--- src/rtl/cpmu_pkg.sv ---
package cpmu_pkg;
   localparam int ADDR_W    = 7;
   localparam int DATA_W    = 32;
   localparam int EVT_NUM_W = 6;
   localparam int NUM_EVTS  = 64;
   localparam int CYC_BIT   = 31;

   localparam logic [ADDR_W-1:0] A_CTRL  = 7'h00;
   localparam logic [ADDR_W-1:0] A_CNTEN = 7'h01;
   localparam logic [ADDR_W-1:0] A_INTEN = 7'h02;
   localparam logic [ADDR_W-1:0] A_OVF   = 7'h03;
   localparam logic [ADDR_W-1:0] A_SUPLO = 7'h04;
   localparam logic [ADDR_W-1:0] A_SUPHI = 7'h05;
   localparam logic [ADDR_W-1:0] A_CYCLO = 7'h06;
   localparam logic [ADDR_W-1:0] A_CYCHI = 7'h07;

   localparam logic [1:0] PAGE_MISC = 2'b00;
   localparam logic [1:0] PAGE_VAL  = 2'b01;
   localparam logic [1:0] PAGE_SEL  = 2'b10;

   localparam logic [EVT_NUM_W-1:0] EVT_CYCLES = 6'h11;

   function automatic logic [DATA_W-1:0] impl_mask(input int n);
      logic [DATA_W-1:0] m;
      m = '0;
      m[CYC_BIT] = 1'b1;
      for (int i = 0; i < CYC_BIT; i++)
         if (i < n) m[i] = 1'b1;
      return m;
   endfunction
endpackage

--- src/rtl/cpmu_evt_cnt.sv ---
module cpmu_evt_cnt
   import cpmu_pkg::*;
#(
   parameter logic [NUM_EVTS-1:0] SUPP_EVTS = '1,
   parameter int                  CNT_W     = 32
) (
   input  logic                 clk,
   input  logic                 rst_n,
   input  logic                 en,
   input  logic                 clr,
   input  logic                 val_wr,
   input  logic                 sel_wr,
   input  logic [CNT_W-1:0]     wdata,
   input  logic [NUM_EVTS-1:0]  evt_in,
   output logic [CNT_W-1:0]     value,
   output logic [EVT_NUM_W-1:0] sel,
   output logic                 wrap
);
   logic hit, inc;

   // cycles event ignores the bus; unsupported numbers never hit
   assign hit  = SUPP_EVTS[sel] && ((sel == EVT_CYCLES) || evt_in[sel]);
   assign inc  = en && hit;
   assign wrap = inc && !clr && !val_wr && (value == {CNT_W{1'b1}});

   always_ff @(posedge clk or negedge rst_n) begin
      if (!rst_n) begin
         value <= '0;
         sel   <= '0;
      end else begin
         if (clr)         value <= '0;
         else if (val_wr) value <= wdata;
         else if (inc)    value <= value + 1'b1;
         if (sel_wr)      sel   <= wdata[EVT_NUM_W-1:0];
      end
   end
endmodule

--- src/rtl/cpmu_cyc_cnt.sv ---
module cpmu_cyc_cnt
   import cpmu_pkg::*;
#(
   parameter int HALF_W = 32,
   localparam int FULL_W = 2 * HALF_W
) (
   input  logic              clk,
   input  logic              rst_n,
   input  logic              en,
   input  logic              clr,
   input  logic              wr_lo,
   input  logic              wr_hi,
   input  logic [HALF_W-1:0] wdata,
   output logic [FULL_W-1:0] value,
   output logic              wrap
);
   assign wrap = en && !clr && !wr_lo && !wr_hi && (value == {FULL_W{1'b1}});

   always_ff @(posedge clk or negedge rst_n) begin
      if (!rst_n)     value <= '0;
      else if (clr)   value <= '0;
      else if (wr_lo) value[HALF_W-1:0] <= wdata;
      else if (wr_hi) value[FULL_W-1:HALF_W] <= wdata;
      else if (en)    value <= value + 1'b1;
   end
endmodule

--- src/rtl/cpmu_ovf.sv ---
module cpmu_ovf
   import cpmu_pkg::*;
#(
   parameter int W = DATA_W
) (
   input  logic         clk,
   input  logic         rst_n,
   input  logic [W-1:0] wrap,
   input  logic         rd_clr,
   input  logic [W-1:0] inten,
   output logic [W-1:0] ovf,
   output logic         irq
);
   always_ff @(posedge clk or negedge rst_n) begin
      if (!rst_n) ovf <= '0;
      else        ovf <= (rd_clr ? '0 : ovf) | wrap;
   end

   assign irq = |(ovf & inten);
endmodule

--- src/rtl/cpmu_top.sv ---
module cpmu_top
   import cpmu_pkg::*;
#(
   parameter int                  NUM_CNT   = 6,
   parameter logic [7:0]          ID_CODE   = 8'h5A,
   parameter logic [7:0]          IMPL_CODE = 8'hC3,
   parameter logic [NUM_EVTS-1:0] SUPP_EVTS = 64'h0000_0000_0002_00FF
) (
   input  logic                clk,
   input  logic                rst_n,
   input  logic                reg_wr,
   input  logic                reg_rd,
   input  logic [ADDR_W-1:0]   reg_addr,
   input  logic [DATA_W-1:0]   reg_wdata,
   output logic [DATA_W-1:0]   reg_rdata,
   input  logic [NUM_EVTS-1:0] evt_in,
   output logic                irq
);
   localparam logic [DATA_W-1:0] IMPL_MASK = impl_mask(NUM_CNT);
   localparam logic [4:0]        NUM_FLD   = 5'(NUM_CNT);

   if (NUM_CNT < 1 || NUM_CNT > 31) begin : g_bad_num_cnt
      $error("cpmu_top: NUM_CNT must lie in 1..31");
   end
   if (SUPP_EVTS[EVT_CYCLES] == 1'b0) begin : g_note_no_cycles
      $info("cpmu_top: cycles event not in supported set");
   end

   logic [1:0]        page;
   logic [4:0]        idx;
   logic              wr_ctrl, clr_evt, clr_cyc;
   logic              glb_en_q;
   logic [DATA_W-1:0] cnten_q, inten_q, ovf_q, wrap_vec;
   logic [63:0]       cyc_val;
   logic [DATA_W-1:0]    cnt_val [NUM_CNT];
   logic [EVT_NUM_W-1:0] cnt_sel [NUM_CNT];

   assign page    = reg_addr[6:5];
   assign idx     = reg_addr[4:0];
   assign wr_ctrl = reg_wr && (reg_addr == A_CTRL);
   assign clr_evt = wr_ctrl && reg_wdata[1];
   assign clr_cyc = wr_ctrl && reg_wdata[2];

   always_ff @(posedge clk or negedge rst_n) begin
      if (!rst_n) begin
         glb_en_q <= 1'b0;
         cnten_q  <= '0;
         inten_q  <= '0;
      end else if (reg_wr) begin
         if (reg_addr == A_CTRL)  glb_en_q <= reg_wdata[0];
         if (reg_addr == A_CNTEN) cnten_q  <= reg_wdata & IMPL_MASK;
         if (reg_addr == A_INTEN) inten_q  <= reg_wdata & IMPL_MASK;
      end
   end

   for (genvar i = 0; i < NUM_CNT; i++) begin : g_cnt
      cpmu_evt_cnt #(.SUPP_EVTS(SUPP_EVTS), .CNT_W(DATA_W)) u_cnt (
         .clk    (clk),
         .rst_n  (rst_n),
         .en     (glb_en_q && cnten_q[i]),
         .clr    (clr_evt),
         .val_wr (reg_wr && (page == PAGE_VAL) && (idx == 5'(i))),
         .sel_wr (reg_wr && (page == PAGE_SEL) && (idx == 5'(i))),
         .wdata  (reg_wdata),
         .evt_in (evt_in),
         .value  (cnt_val[i]),
         .sel    (cnt_sel[i]),
         .wrap   (wrap_vec[i])
      );
   end
   for (genvar j = NUM_CNT; j < CYC_BIT; j++) begin : g_unused
      assign wrap_vec[j] = 1'b0;
   end

   cpmu_cyc_cnt #(.HALF_W(DATA_W)) u_cyc (
      .clk   (clk),
      .rst_n (rst_n),
      .en    (glb_en_q && cnten_q[CYC_BIT]),
      .clr   (clr_cyc),
      .wr_lo (reg_wr && (reg_addr == A_CYCLO)),
      .wr_hi (reg_wr && (reg_addr == A_CYCHI)),
      .wdata (reg_wdata),
      .value (cyc_val),
      .wrap  (wrap_vec[CYC_BIT])
   );

   cpmu_ovf #(.W(DATA_W)) u_ovf (
      .clk    (clk),
      .rst_n  (rst_n),
      .wrap   (wrap_vec),
      .rd_clr (reg_rd && (reg_addr == A_OVF)),
      .inten  (inten_q),
      .ovf    (ovf_q),
      .irq    (irq)
   );

   always_comb begin
      reg_rdata = '0;
      case (page)
         PAGE_MISC: begin
            case (reg_addr)
               A_CTRL:  reg_rdata = {IMPL_CODE, ID_CODE, NUM_FLD, 10'd0, glb_en_q};
               A_CNTEN: reg_rdata = cnten_q;
               A_INTEN: reg_rdata = inten_q;
               A_OVF:   reg_rdata = ovf_q;
               A_SUPLO: reg_rdata = SUPP_EVTS[31:0];
               A_SUPHI: reg_rdata = SUPP_EVTS[63:32];
               A_CYCLO: reg_rdata = cyc_val[31:0];
               A_CYCHI: reg_rdata = cyc_val[63:32];
               default: reg_rdata = '0;
            endcase
         end
         PAGE_VAL: begin
            for (int i = 0; i < NUM_CNT; i++)
               if (idx == 5'(i)) reg_rdata = cnt_val[i];
         end
         PAGE_SEL: begin
            for (int i = 0; i < NUM_CNT; i++)
               if (idx == 5'(i)) reg_rdata = {{(DATA_W-EVT_NUM_W){1'b0}}, cnt_sel[i]};
         end
         default: reg_rdata = '0;
      endcase
   end
endmodule

--- config.mk ---
export PLATFORM = sky130hd
export DESIGN_NAME = cpmu_top
export DESIGN_NICKNAME = d
export VERILOG_FILES = /design/src/rtl/cpmu_pkg.sv /design/src/rtl/cpmu_evt_cnt.sv /design/src/rtl/cpmu_cyc_cnt.sv /design/src/rtl/cpmu_ovf.sv /design/src/rtl/cpmu_top.sv
export SDC_FILE = /design/constraint.sdc
export NUM_CORES = 1
export LEC_CHECK = 0
export BUFFER_PORTS_ARGS = -buffer_cell sky130_fd_sc_hd__buf_4
export CORE_MARGIN = 3
export CORE_UTILIZATION = 25
export CTS_CLUSTER_DIAMETER = 200
export DETAILED_ROUTE_END_ITERATION = 8
export PLACE_DENSITY = 0.41
export SKIP_LAST_GASP = 1
export SYNTH_ARGS = -nofsm -noshare
export SYNTH_HDL_FRONTEND = slang
export SYNTH_SLANG_ARGS = --single-unit
--- constraint.sdc ---
create_clock -name clk -period 3.2 [get_ports clk]
set_input_delay 0.32 -clock clk [delete_from_list [all_inputs] [get_ports clk]]
set_output_delay 0.32 -clock clk [all_outputs]
set_load 0.01 [all_outputs]
======== Word level (Yosys, flattened, before mapping) ========
Memories as Yosys holds them, arrays and structs flattened.
Cells that the tools add are included.
W data, S select, Z words.
cells by class
  add/subtract/negate cells ............... 7
  $lt $le $gt $ge ......................... 6
  equal/unequal tests ..................... 28
  muxes and demuxes ....................... 57
  bitwise logic cells ..................... 2
  reductions and logical operators ........ 94
operator list
  cell                     count
  $mux W32                 34
  $pmux W32 S7             1
  $add A32 B1 Y32 const B  6
  $eq A32 B32 Y1 const B   6
  $mux W64                 2
  $pmux W32 S3             1
  $add A64 B1 Y64 const B  1
  $eq A64 B64 Y1 const B   1
  $logic_and A1 B1 Y1      61
  $lt A6 B7 Y1 const B     6
  $bmux W1 S6              6
  $eq A6 B5 Y1 const B     6
  $and A32 B32 Y32         1
  $or A32 B32 Y32          1
  $reduce_or A32 Y1        1
  $reduce_bool A3 Y1       8
  $eq A7 B3 Y1 const B     3
  $eq A7 B2 Y1 const B     2
  $mux W1                  12
  $eq A5 B2 Y1 const B     2
  $eq A5 B3 Y1 const B     2
  $logic_not A1 Y1         10
  $reduce_and A2 Y1        5
  $eq A7 B1 Y1 const B     1
  other kinds (10)         15
word-level totals
  register bits ........................... 339
  ROM bits ................................ 384
  input bits .............................. 107
  output and inout bits ................... 33
  logic and storage cells ................. 218
  memories ................................ 6
memory list
  memory            words  width  read ports  clocked after Yosys merged registers in  wr ports  line                text
  (name not given)  64     1      1           0                                        0         cpmu_evt_cnt.sv:22  assign hit = SUPP_EVTS[sel] && ((sel == EVT_CYCLES) || evt_in[sel]);
  (name not given)  64     1      1           0                                        0         cpmu_evt_cnt.sv:22
  (name not given)  64     1      1           0                                        0         cpmu_evt_cnt.sv:22
  (name not given)  64     1      1           0                                        0         cpmu_evt_cnt.sv:22
  (name not given)  64     1      1           0                                        0         cpmu_evt_cnt.sv:22
  (name not given)  64     1      1           0                                        0         cpmu_evt_cnt.sv:22

======== Depth between registers and ports, before layout ========
  depth after elaboration ................. 9
  depth in mapped cells ................... 10

======== Hierarchy ========
Synthesis repeated with hierarchy kept, for this count alone.
unflattened totals
  cells, all modules ...................... 2791
  area, all modules ....................... 23650.2 um2
by module, submodules not included
  module                             times used  cells an instance  area an instance (um2)  seq. area each (um2)
  cpmu_evt_cnt (g_cnt[0].u_cnt ...)  5           262                2280.9                  950.9
  cpmu_cyc_cnt                       1           517                4177.8                  1601.5
  cpmu_top                           1           516                3788.6                  375.4
  cpmu_evt_cnt (g_cnt[5].u_cnt)      1           359                3059.2                  950.9
  cpmu_ovf                           1           89                 1219.9                  800.8

======== Worst setup path before layout ========
No wires, ideal clock.
  path type ............................... in2out
  start ................................... input reg_addr[4]
  end ..................................... output reg_rdata[14]
  data arrival time ....................... 2.135 ns
  data required time ...................... 2.880 ns
  path slack .............................. 0.745 ns
  cell stages on the path ................. 7
  buffers on the path ..................... 3
  path through ............................ or3b_2 clkbuf_1 nor2_1 clkbuf_1 clkbuf_1 a222oi_1 o22ai_1
between the ends
  longest elaborated chain between the ends .. 8
  elaborated cells on any way between the ends .. 25
  classes of those cells .................. 11 x eq/ne; 12 x mux; 2 x reduce/logical
RTL lines
  item                   line             text
  from (decl)            cpmu_top.sv:13   input logic [ADDR_W-1:0] reg_addr,
  $logic_not A5 Y1       cpmu_top.sv:115  if (idx == 5'(i)) reg_rdata = cnt_val[i];
  $mux W32 (6 in a row)  cpmu_top.sv:115
  $pmux W32 S3 (*)       cpmu_top.sv:99   case (page)
  to (decl)              cpmu_top.sv:15   output logic [DATA_W-1:0] reg_rdata,
Mark *: on every way between the ends. The rest lies on a longest branch, timed or not.

======== Worst setup path in the final report ========
  start ................................... register g_cnt[3].u_cnt.value[14]
  end ..................................... output reg_rdata[14]
between the ends
  longest elaborated chain between the ends .. 4
RTL lines
  item                    line                text
  from (decl)             cpmu_evt_cnt.sv:15  output logic [CNT_W-1:0] value,
  from (signal assigned)  cpmu_evt_cnt.sv:32  else if (val_wr) value <= wdata;
  from (signal assigned)  cpmu_evt_cnt.sv:33  else if (inc) value <= value + 1'b1;
  $mux W32 (3 in a row)   cpmu_top.sv:115
  $pmux W32 S3            cpmu_top.sv:99
No other way between the ends.

==> results.json <==
{
  "grt_pass1_vias": 19900,
  "maxSlewHeadroom": 0.267,
  "vias_per_cell": 5.86,
  "grt_max_degree": 82,
  "cts_tree": "done",
  "clock_sinks": 314,
  "grt_pass1_wl_um": 144000,
  "final_common_cell": "dfrtp_1",
  "core_region_area_mm2": 0.0825,
  "routabilityCongestion": 0.914,
  "vias": 21000,
  "post-route-drc-count": 0,
  "maxUsedRoutingLayer": "met5",
  "layout.nets": 2596,
  "cts_root_buf": "clkbuf_16",
  "ys_seq_elements": 314,
  "post_cts_buffers": 0,
  "path_delay_family": "compound AO/OA/AOI/OAI gates",
  "h-tree-depth": 2,
  "syn-num-nets": 2520,
  "seq_area_frac_synth": 0.376,
  "hp-class": "in -> reg",
  "worst_clock_skew_ns": 0.0265,
  "die_height_um": 295,
  "endpoint_kind": "output pin",
  "io_buffers": 83,
  "cp_common_cell": "buf_4",
  "utilization": 0.301,
  "grt_usage": 0.224,
  "layout-drive-gt1-share": 0.165,
  "fin_crit_sh": 0.970,
  "ant_nets": 0,
  "grt_overflow": 0,
  "wl_per_cell_um": 27.6,
  "die_w_um": 295,
  "setup-violations-final": 0,
  "p_leak_nw": 9.47,
  "pwr_density_cell_mw_per_mm2": 470,
  "status": "completed",
  "area_growth_syn_to_layout_pct": 18.8,
  "fin_setup_tns_ns": 0,
  "io-pin-count": 140,
  "n_fill_cell": 8687,
  "clock_path_buffers": 3,
  "synth_edf_count": 0,
  "seq_area_mm2": 0.00786,
  "crit_type": "reg -> out",
  "drt-met1-wl_um": 44100,
  "initial_core_util": 0.253,
  "layout_min_cycle_time_ns": 3.10,
  "dr.pass1.iters": 5,
  "cts_buffers": 43,
  "yosysWarnings": 0,
  "cp_slowest_stage_delay_ns": 0.65,
  "routed_wl_um": 98900,
  "total_power_mw": 11.7,
  "syn_area_per_cell_um2": 8.69,
  "path_max_fanout": 5,
  "syn-instance-count": 2406,
  "drv_cap": 0,
  "crit_buf_inv": 2,
  "worstPathCellList": "mux4_2 -> a222oi_1 -> buf_4 -> o22ai_1 -> buf_4",
  "slowest_stage": "a222oi_1",
  "wl_met3_um": 7860,
  "rsz0062_at_grt": "false",
  "syn-cell-area_mm2": 0.0209,
  "async_flop_share": 1.00,
  "clkTransAtPathRegs_ns": 0.06,
  "synth-main-ff-cell": "dfrtp_1",
  "arrival_ns": 2.78,
  "dpl.hpwl_um": 71600,
  "fmax_mhz": 322,
  "synth.distinct_cells": 80,
  "finalMaxSlewViolations": 0,
  "design.die.area_mm2": 0.0871,
  "clkLatencyLatePin_ns": 0.59,
  "drt_iter0_markers": 2133,
  "worst_pin_slew_ns": 1.10,
  "antenna_found_initial": 11,
  "required_ns": 2.88,
  "final_cell_mix": "314 x dfrtp_1, 270 x o21ai_0, 216 x a21oi_1",
  "ir_worst_vdd_uv": 317,
  "rows": 105,
  "hold_violations": 0,
  "multi_input_area_mm2": 0.0123,
  "critPathLaunchType": "flop",
  "dr_wl_met2_um": 44200
}
## cells in the mapped netlist, types with 10 or more instances
| master | count | area (um2) |
|---|---|---|
| nor2b_1 | 17 | 106 |
| o221ai_1 | 16 | 140 |
| nor4_1 | 54 | 338 |
| and3_1 | 47 | 294 |
| inv_1 | 30 | 113 |
| nand2b_1 | 10 | 62.6 |
| a221oi_1 | 16 | 140 |
| xnor2_1 | 100 | 876 |
| mux4_2 | 28 | 631 |
| xor2_1 | 46 | 403 |
| o21ai_0 | 272 | 1360 |
| a222oi_1 | 13 | 130 |
| a21oi_1 | 216 | 1080 |
| nor2_1 | 116 | 435 |
| buf_2 | 19 | 95.1 |
| mux2i_1 | 41 | 410 |
| and4_1 | 24 | 210 |
| a22oi_1 | 75 | 563 |
| a211oi_1 | 14 | 105 |
| nand4_1 | 61 | 382 |
| o211ai_1 | 22 | 165 |
| nand3_1 | 133 | 666 |
| nor3_1 | 99 | 495 |
| mux2_2 | 52 | 586 |
| or4_1 | 10 | 75.1 |
| nand2_1 | 179 | 672 |
| or2_2 | 10 | 62.6 |
| dfrtp_1 | 314 | 7860 |
| o22ai_1 | 21 | 131 |
| and2_1 | 13 | 81.3 |
| a31oi_1 | 25 | 156 |
| clkbuf_1 | 149 | 559 |
## state kept, by name, indices dropped and copies added, names as in the netlist
signal             cells
cnten_q                7
inten_q                7
u_cyc.value           64
u_ovf.ovf              7
g_cnt.u_cnt.value    192
g_cnt.u_cnt.sel       36
glb_en_q               1
## layer usage
layer | GRT usage | vias up
met5 | 0 | -
met1 | 0.314 | 10600
met2 | 0.348 | 977
li1 | - | 9310
met3 | 0.0437 | 145
met4 | 0.0641 | 4
## power breakdown
part | leakage (nW) | switching, mW | internal, mW | total (mW)
Combinational | 4.73 | 0.907 | 0.720 | 1.63
Clock | 0.696 | 2.04 | 2.88 | 4.92
Sequential | 4.04 | 0.730 | 4.41 | 5.14
Total | 9.47 | 3.68 | 8.00 | 11.7
## kinds of logic (layout without fill, tap and decap cells)
family | Yosys count | after routing | share of synthesized area
AO/OA/AOI/OAI | 769 | 769 | 0.223
XOR/XNOR | 146 | 146 | 0.0612
adder cells (fa/ha/maj) | 7 | 7 | 0.00419
buffers and inverters | 211 | 319 | 0.0400
flip-flops | 314 | 314 | 0.376
multiplexers | 121 | 121 | 0.0778
other | 0 | 2 | 0
AND/OR/NAND/NOR | 838 | 838 | 0.218
## stage by stage
step	cell area, um2	cells	worst slack (ns)	hold slack [ns]
2_1_floorplan	20900	2406	0.745	0.0244
5_1_grt	24800	3584	0.0326	0.114
3_5_place_dp	23400	3506	0.211	0.397
6_report	24800	3586	0.0974	0.122
3_3_place_gp	23400	3506	0.197	0.397
4_1_cts	24800	3584	0.0625	0.0950
## final timing paths
kind / start / end / slack (ns) / cells past startpoint
worst max-delay path: g_cnt[3].u_cnt.value[14] / reg_rdata[14] / 0.1 / 5
worst min-delay path: reg_wdata[21] / u_cyc.value[53] / 0.12 / 3
worst max register to register: u_cyc.value[11] / u_cyc.value[47] / 0.33 / 6
worst min register to register: inten_q[3] / inten_q[3] / 0.53 / 1
max in group asynchronous: rst_n / g_cnt[2].u_cnt.value[24] / 1.92 / 3
min in group asynchronous: rst_n / g_cnt[1].u_cnt.value[28] / 0.36 / 2
## worst reg2reg max path: cells and delay by family (launching register included)
kind,cells,cell delay [ns]
simple gates,6,2.33
flops,1,0.49
## layout make-up
class	count	share of cell area
antenna	2	0.000201
timing repair buffer	211	0.0712
clock inverter	12	0.00413
sequential	314	0.316
multi-input combinational	1881	0.497
clock buffer	65	0.0523
inverter	31	0.00468
tap	1070	0.0539
## timing repair
action / 4_1_cts / 5_1_grt
hold buffers: 1 / 0
endpoints found under the hold margin: 71 / 0
resized for setup: 0 / 0
Power figures use the tool's default switching activity.
